## config.mk

```make
export PLATFORM = sky130hd
export DESIGN_NAME = uart_dma_ctl
export DESIGN_NICKNAME = d
export VERILOG_FILES = /design/src/rtl/uart_dma_pkg.sv /design/src/rtl/uart_dma_regs.sv /design/src/rtl/uart_dma_fifo.sv /design/src/rtl/uart_dma_reqgen.sv /design/src/rtl/uart_dma_ctl.sv
export SDC_FILE = /design/constraint.sdc
export NUM_CORES = 1
export LEC_CHECK = 0
export ABC_AREA = 1
export BUFFER_PORTS_ARGS = -buffer_cell sky130_fd_sc_hd__buf_2
export CAP_MARGIN = 15
export CORE_MARGIN = 2
export CORE_UTILIZATION = 52
export CTS_CLUSTER_SIZE = 8
export DETAILED_ROUTE_END_ITERATION = 10
export HOLD_SLACK_MARGIN = 0.08
export PLACE_DENSITY = 0.84
export SETUP_SLACK_MARGIN = 0.1
export SLEW_MARGIN = 20
export SYNTH_ARGS = -nofsm -noshare
export SYNTH_HDL_FRONTEND = slang
export SYNTH_HIERARCHICAL = 1
export SYNTH_SLANG_ARGS = --single-unit
```

## constraint.sdc

```tcl
create_clock -name clk -period 1.9 [get_ports clk]
set_input_delay 0 -clock clk [delete_from_list [all_inputs] [get_ports clk]]
set_output_delay 0 -clock clk [all_outputs]
set_load 0.01 [all_outputs]
```

## src/rtl/uart_dma_pkg.sv

```systemverilog
package uart_dma_pkg;

  typedef enum logic [1:0] {
    MODE_NONE = 2'b00,
    MODE_BOTH = 2'b01,
    MODE_RX   = 2'b10,
    MODE_TX   = 2'b11
  } dma_mode_e;

  localparam int REG_W = 8;

  localparam logic [1:0] ADDR_FIFO_CTL = 2'd0;
  localparam logic [1:0] ADDR_SUPP     = 2'd1;
  localparam logic [1:0] ADDR_AUX      = 2'd2;

  localparam int FC_RX_CLR  = 1;
  localparam int FC_TX_CLR  = 2;
  localparam int FC_LEGACY  = 3;
  localparam int SP_SEL     = 0;
  localparam int SP_EXT_LO  = 1;
  localparam int AUX_RX_OFF = 5;

endpackage

```

## src/rtl/uart_dma_regs.sv

```systemverilog
module uart_dma_regs
  import uart_dma_pkg::*;
(
  input  logic             clk,
  input  logic             rst_n,
  input  logic             wr_en,
  input  logic [1:0]       addr,
  input  logic [REG_W-1:0] wdata,
  output dma_mode_e        mode,
  output logic             tx_flush,
  output logic             rx_flush,
  output logic             rx_block
);

  logic       legacy_q, legacy_d;
  logic       sel_q, sel_d;
  logic [1:0] ext_q, ext_d;
  logic       rxoff_q, rxoff_d;
  logic       clr_tx_q, clr_tx_d;
  logic       clr_rx_q, clr_rx_d;
  logic       wr_fc, wr_sp, wr_aux;
  logic       unused_wdata;

  assign wr_fc  = wr_en && (addr == ADDR_FIFO_CTL);
  assign wr_sp  = wr_en && (addr == ADDR_SUPP);
  assign wr_aux = wr_en && (addr == ADDR_AUX);
  assign unused_wdata = ^{wdata[7:6], wdata[4]};

  // Next state: held values change only under their write enable.
  always_comb begin
    legacy_d = legacy_q;
    sel_d    = sel_q;
    ext_d    = ext_q;
    rxoff_d  = rxoff_q;
    clr_tx_d = wr_fc & wdata[FC_TX_CLR];
    clr_rx_d = wr_fc & wdata[FC_RX_CLR];
    if (wr_fc) legacy_d = wdata[FC_LEGACY];
    if (wr_sp) begin
      sel_d = wdata[SP_SEL];
      ext_d = wdata[SP_EXT_LO +: 2];
    end
    if (wr_aux) rxoff_d = wdata[AUX_RX_OFF];
  end

  always_ff @(posedge clk or negedge rst_n) begin
    if (!rst_n) begin
      legacy_q <= 1'b0;
      sel_q    <= 1'b0;
      ext_q    <= 2'b00;
      rxoff_q  <= 1'b0;
      clr_tx_q <= 1'b0;
      clr_rx_q <= 1'b0;
    end else begin
      legacy_q <= legacy_d;
      sel_q    <= sel_d;
      ext_q    <= ext_d;
      rxoff_q  <= rxoff_d;
      clr_tx_q <= clr_tx_d;
      clr_rx_q <= clr_rx_d;
    end
  end

  // Mode decode from registered state only; the selector overrides the legacy bit.
  always_comb begin
    if (sel_q) mode = dma_mode_e'(ext_q);
    else       mode = legacy_q ? MODE_BOTH : MODE_NONE;
  end

  assign tx_flush = clr_tx_q;
  assign rx_flush = clr_rx_q;
  assign rx_block = rxoff_q;

endmodule

```

## src/rtl/uart_dma_fifo.sv

```systemverilog
module uart_dma_fifo #(
  parameter int DATA_W = 8,
  parameter int DEPTH  = 8,
  localparam int PTR_W = (DEPTH > 1) ? $clog2(DEPTH) : 1,
  localparam int LVL_W = $clog2(DEPTH + 1)
) (
  input  logic              clk,
  input  logic              rst_n,
  input  logic              flush,
  input  logic              push,
  input  logic [DATA_W-1:0] wdata,
  input  logic              pop,
  output logic [DATA_W-1:0] rdata,
  output logic [LVL_W-1:0]  level
);

  localparam logic [LVL_W-1:0] FULL_L = LVL_W'(DEPTH);
  localparam logic [PTR_W-1:0] LAST_P = PTR_W'(DEPTH - 1);

  logic [DATA_W-1:0] mem [DEPTH];
  logic [PTR_W-1:0]  wr_q, wr_d, rd_q, rd_d;
  logic [LVL_W-1:0]  cnt_q, cnt_d;
  logic              do_push, do_pop;

  assign do_push = push && (cnt_q != FULL_L) && !flush;
  assign do_pop  = pop  && (cnt_q != '0)     && !flush;

  always_comb begin
    wr_d  = wr_q;
    rd_d  = rd_q;
    cnt_d = cnt_q;
    if (flush) begin
      wr_d  = '0;
      rd_d  = '0;
      cnt_d = '0;
    end else begin
      if (do_push) wr_d = (wr_q == LAST_P) ? '0 : wr_q + 1'b1;
      if (do_pop)  rd_d = (rd_q == LAST_P) ? '0 : rd_q + 1'b1;
      case ({do_push, do_pop})
        2'b10:   cnt_d = cnt_q + 1'b1;
        2'b01:   cnt_d = cnt_q - 1'b1;
        default: cnt_d = cnt_q;
      endcase
    end
  end

  always_ff @(posedge clk or negedge rst_n) begin
    if (!rst_n) begin
      wr_q  <= '0;
      rd_q  <= '0;
      cnt_q <= '0;
    end else begin
      wr_q  <= wr_d;
      rd_q  <= rd_d;
      cnt_q <= cnt_d;
    end
  end

  always_ff @(posedge clk) begin
    if (do_push) mem[wr_q] <= wdata;
  end

  assign rdata = mem[rd_q];
  assign level = cnt_q;

endmodule

```

## src/rtl/uart_dma_reqgen.sv

```systemverilog
module uart_dma_reqgen
  import uart_dma_pkg::*;
#(
  parameter int DEPTH   = 8,
  parameter int RX_TRIG = 4,
  parameter int TX_TRIG = 4,
  localparam int LVL_W  = $clog2(DEPTH + 1)
) (
  input  logic             clk,
  input  logic             rst_n,
  input  dma_mode_e        mode,
  input  logic [LVL_W-1:0] tx_level,
  input  logic [LVL_W-1:0] rx_level,
  input  logic             tx_flush,
  input  logic             rx_flush,
  output logic             tx_req,
  output logic             rx_req
);

  localparam logic [LVL_W-1:0] DEPTH_L = LVL_W'(DEPTH);
  localparam logic [LVL_W-1:0] RXT_L   = LVL_W'(RX_TRIG);
  localparam logic [LVL_W-1:0] TXT_L   = LVL_W'(TX_TRIG);

  logic             tx_en, rx_en;
  logic             tx_req_q, tx_req_d, rx_req_q, rx_req_d;
  logic [LVL_W-1:0] tx_space;

  assign tx_en    = (mode == MODE_BOTH) || (mode == MODE_TX);
  assign rx_en    = (mode == MODE_BOTH) || (mode == MODE_RX);
  assign tx_space = DEPTH_L - tx_level;

  always_comb begin
    tx_req_d = !tx_flush && tx_en && (tx_space >= TXT_L);
    rx_req_d = !rx_flush && rx_en && (rx_level >= RXT_L);
  end

  always_ff @(posedge clk or negedge rst_n) begin
    if (!rst_n) begin
      tx_req_q <= 1'b0;
      rx_req_q <= 1'b0;
    end else begin
      tx_req_q <= tx_req_d;
      rx_req_q <= rx_req_d;
    end
  end

  assign tx_req = tx_req_q;
  assign rx_req = rx_req_q;

endmodule

```

## src/rtl/uart_dma_ctl.sv

```systemverilog
module uart_dma_ctl
  import uart_dma_pkg::*;
#(
  parameter int DATA_W  = 8,
  parameter int DEPTH   = 8,
  parameter int RX_TRIG = 4,
  parameter int TX_TRIG = 4
) (
  input  logic                       clk,
  input  logic                       rst_n,
  input  logic                       reg_wr_en,
  input  logic [1:0]                 reg_addr,
  input  logic [7:0]                 reg_wdata,
  input  logic                       dma_tx_ack,
  input  logic [DATA_W-1:0]          dma_tx_wdata,
  input  logic                       dma_rx_ack,
  output logic [DATA_W-1:0]          dma_rx_rdata,
  output logic                       dma_tx_req,
  output logic                       dma_rx_req,
  input  logic                       ser_rx_valid,
  input  logic [DATA_W-1:0]          ser_rx_data,
  input  logic                       ser_tx_ready,
  output logic                       ser_tx_valid,
  output logic [DATA_W-1:0]          ser_tx_data,
  output logic [1:0]                 dma_mode,
  output logic [$clog2(DEPTH+1)-1:0] tx_level,
  output logic [$clog2(DEPTH+1)-1:0] rx_level
);

  localparam int LVL_W = $clog2(DEPTH + 1);

  dma_mode_e mode;
  logic      tx_flush, rx_flush, rx_block;
  logic      rx_push, tx_pop;

  uart_dma_regs u_regs (
    .clk      (clk),
    .rst_n    (rst_n),
    .wr_en    (reg_wr_en),
    .addr     (reg_addr),
    .wdata    (reg_wdata),
    .mode     (mode),
    .tx_flush (tx_flush),
    .rx_flush (rx_flush),
    .rx_block (rx_block)
  );

  assign rx_push      = ser_rx_valid && !rx_block;
  assign ser_tx_valid = (tx_level != '0);
  assign tx_pop       = ser_tx_ready && ser_tx_valid;

  uart_dma_fifo #(.DATA_W(DATA_W), .DEPTH(DEPTH)) u_tx_fifo (
    .clk   (clk),
    .rst_n (rst_n),
    .flush (tx_flush),
    .push  (dma_tx_ack),
    .wdata (dma_tx_wdata),
    .pop   (tx_pop),
    .rdata (ser_tx_data),
    .level (tx_level)
  );

  uart_dma_fifo #(.DATA_W(DATA_W), .DEPTH(DEPTH)) u_rx_fifo (
    .clk   (clk),
    .rst_n (rst_n),
    .flush (rx_flush),
    .push  (rx_push),
    .wdata (ser_rx_data),
    .pop   (dma_rx_ack),
    .rdata (dma_rx_rdata),
    .level (rx_level)
  );

  uart_dma_reqgen #(.DEPTH(DEPTH), .RX_TRIG(RX_TRIG), .TX_TRIG(TX_TRIG)) u_req (
    .clk      (clk),
    .rst_n    (rst_n),
    .mode     (mode),
    .tx_level (tx_level),
    .rx_level (rx_level),
    .tx_flush (tx_flush),
    .rx_flush (rx_flush),
    .tx_req   (dma_tx_req),
    .rx_req   (dma_rx_req)
  );

  assign dma_mode = mode;

endmodule

```

==> flow_metrics.env <==
export IMPL_status="finished with violations"
export IMPL_violations="setup timing"
export IMPL_crit_type="flip-flop to flip-flop"
export IMPL_synth_ff_type="edfxtp_1"
export IMPL_syn_nets=662
export IMPL_grt_util_met2=0.4003
export IMPL_core_sq_um=12670
export IMPL_start_util=0.5365
export IMPL_area_delta_synth_final_pct=36.98
export IMPL_place_area_sq_um=7507
export IMPL_die_y_um=118.3
export IMPL_yosysSeqAreaShare=0.6722
export IMPL_ys_top_cells_by_area="edfxtp_1 (57%), dfrtp_1 (11%), nand2_1 (6.5%), nor2_1 (6.0%), o21ai_1 (2.9%)"
export IMPL_fin_crit_ns=1.948
export IMPL_ant_nets=0
export IMPL_slew_headroom=0.5486
export IMPL_rsz0062_at_grt="yes"
export IMPL_seqCellArea_sq_um=4583
export IMPL_p_leak_nw=3.726
export IMPL_timing_final_crit_share=1.025
export IMPL_synth_edff_count=128
export IMPL_crit_arrival_ns=2.26
export IMPL_pin_count=62
export IMPL_dieArea_sq_um=14000
export IMPL_start_kind="flip-flop"
export IMPL_fin_area_sq_um=9311
export IMPL_netlist_instances=614
export IMPL_cts_sinks=157
export IMPL_die_w_um=118.3
export IMPL_yosys_area_top_type_share=0.5654
export IMPL_synth_top_cells_by_count="edfxtp_1 (128), nand2_1 (117), nor2_1 (109)"
export IMPL_synth_most_common_cell="edfxtp_1"
export IMPL_drive_gt1_frac=0.3346
export IMPL_avgSynthCellArea_sq_um=11.07
export IMPL_dp_final_hpwl_um=9191
export IMPL_first_pass_iters=5
export IMPL_root_buffer="clkbuf_16"
export IMPL_timing_final_hold_violations=0
export IMPL_hold_class="primary input to flip-flop"
export IMPL_finish_utilization=0.7349
export IMPL_finalPower_mw=14.61
export IMPL_grt_use_met1=0.2880
export IMPL_grt_max_degree=30
export IMPL_io_buffers=58
export IMPL_async_flop_share=0.1847
export IMPL_met3_usage=0.04537
export IMPL_dp_slack_ns=-0.04562
export IMPL_wl_per_cell_um=18.66
export IMPL_grtUsageTotal=0.2350
export IMPL_diodes=0
export IMPL_worst_slew_pin_slew_ns=0.6771
export IMPL_htree_levels=4
export IMPL_netlist_cell_type_count=29
export IMPL_antenna_found_initial=0
export IMPL_multiInputGateArea_sq_um=2332
export IMPL_top_usage_layer="met2"
export IMPL_clk_latency_ns=0.43
export IMPL_place_gp_congestion=0.8312
export IMPL_layout_nets=833
export IMPL_required_ns=2.21
export IMPL_synth_seq_cells=157
export IMPL_cts_buffers=17
export IMPL_cts_tree="yes"
export IMPL_ir_worst_vdd_mv=0.9186
export IMPL_end_kind="flip-flop"
export IMPL_drt_total_wl_um=18110
export IMPL_synth_area_leader_cell="edfxtp_1"
export IMPL_holdWs_ns=0.1469
export IMPL_syn_area_sq_um=6798
export IMPL_rows=41
export IMPL_r2r_setup_slack_ns=-0.05
export IMPL_yosysWarnings=6
export IMPL_drt_initial_drc_count=696
export IMPL_max_cap_violations=0
export IMPL_finalSetupViolCount=4
export IMPL_drc=0
export IMPL_fin_ws_ns=-0.04776
export IMPL_fin_skew_ns=0.009272
export IMPL_via_per_inst=5.649
export IMPL_via_count=5480
export IMPL_critPathMaxFanout=4
export IMPL_fmax_ghz=0.5134
export IMPL_clkSlewWorstSetupHoldPaths_ns=0.06
export IMPL_grt_pass1_wl_um=25500
export IMPL_drv_slew=0
export IMPL_powerDensity_nw_per_um2=1569
export IMPL_fillCellCount=738
export IMPL_grt_pass1_vias=5214
export IMPL_gr_total_overflow=0
export IMPL_cts_buffer_depth=2
## cells by family after synthesis
family / Yosys count / share of synthesized area
XOR/XNOR: 2 / 0.002577
AO/OA/AOI/OAI: 123 / 0.09755
flip-flops: 157 / 0.6722
adder cells (fa/ha/maj): 15 / 0.02982
AND/OR/NAND/NOR: 265 / 0.1645
buffers and inverters: 52 / 0.03332
## cell type report
type / count / area share
Clock buffer: 20 / 0.04905
Clock inverter: 12 / 0.01720
Inverter: 34 / 0.01801
Multi-Input combinational cell: 405 / 0.2505
Sequential cell: 157 / 0.4922
Tap cell: 172 / 0.02311
Timing Repair Buffer: 169 / 0.1490
Timing Repair inverter: 1 / 0.0009406
## metal layers
metal | vias up | wire [um] | part of all wire
li1 | 2469 | - | -
met1 | 2673 | 7009 | 0.39
met2 | 305 | 9479 | 0.52
met3 | 33 | 1247 | 0.069
met4 | 0 | 369 | 0.020
met5 | - | 0 | 0
## worst max-delay path: stages, from the launching register on
cell and delay (ns):
dfrtp_2 0.40, nor2_2 0.06, a21oi_2 0.17, nand3_2 0.15, nor2_4 0.20, ha_4 0.25, a21oi_4 0.15, nand2_1 0.07
nand2_1 0.08, nand2_1 0.05, nand2_1 0.07, nand2_1 0.06, nand2_1 0.06, nand2_1 0.06
## state kept, by name, indices dropped and copies added, names as in the netlist
signal,count
u_req/rx_req,1
u_regs/tx_flush,1
u_tx_fifo/wr_q,3
u_tx_fifo/mem,64
u_rx_fifo/level,4
u_regs/sel_q,1
u_rx_fifo/rd_q,3
u_req/tx_req,1
u_regs/ext_q,2
u_rx_fifo/mem,64
u_rx_fifo/wr_q,3
u_tx_fifo/level,4
u_regs/rx_block,1
u_regs/legacy_q,1
u_tx_fifo/rd_q,3
u_regs/rx_flush,1
## layout by cell type, fill, tap and decap left out, types with 8 or more instances in the layout
cell type	n
a21oi_1	11
a21oi_2	11
a31oi_1	14
buf_2	58
buf_4	55
clkbuf_16	20
dfrtp_1	18
dfrtp_2	11
dlygate4sd3_1	39
edfxtp_1	128
ha_1	9
inv_1	22
nand2_1	112
nand2_2	8
nand3_1	8
nor2_1	92
nor2_2	14
nor2_4	11
o21ai_0	15
o21ai_1	45
o21ai_2	16
## through the flow
| step | setup TNS, ns | std cells |
|---|---|---|
| floorplan | 0 | 614 |
| global placement | 0 | 856 |
| detailed placement | -0.08899 | 856 |
| CTS | 0 | 945 |
| global route | -0.4974 | 970 |
| finish | -0.1105 | 970 |
## timing repair
item                                    CTS  global route
endpoints found under the setup margin   18            59
resized for setup                        33            93
gates cloned                              3             3
pin swaps                                 7            46
hold buffers                             39             0
setup buffers                            15            22
endpoints found under the hold margin   173             0
## final timing paths
check / from / end / cells after the start
max: u_tx_fifo/level[3]$_DFFE_PN0P_ / u_tx_fifo/level[3]$_DFFE_PN0P_ / 13
min: ser_rx_valid / u_rx_fifo/wr_q[1]$_DFFE_PN0P_ / 7
max reg2reg: u_tx_fifo/level[3]$_DFFE_PN0P_ / u_tx_fifo/level[3]$_DFFE_PN0P_ / 13
min reg2reg: u_rx_fifo/wr_q[0]$_DFFE_PN0P_ / u_rx_fifo/wr_q[0]$_DFFE_PN0P_ / 2
max in group asynchronous: rst_n / u_rx_fifo/rd_q[0]$_DFFE_PN0P_ / 2
min in group asynchronous: rst_n / u_regs/ext_q[0]$_DFFE_PN0P_ / 2
## report_power, final
part	switching [mW]	total, mW	internal, mW
clock	1.39	3.54	2.15
combinational	3.63	6.32	2.69
sequential	0.456	4.75	4.30
total	5.48	14.6	9.13
(Power assumes the default switching activity.)
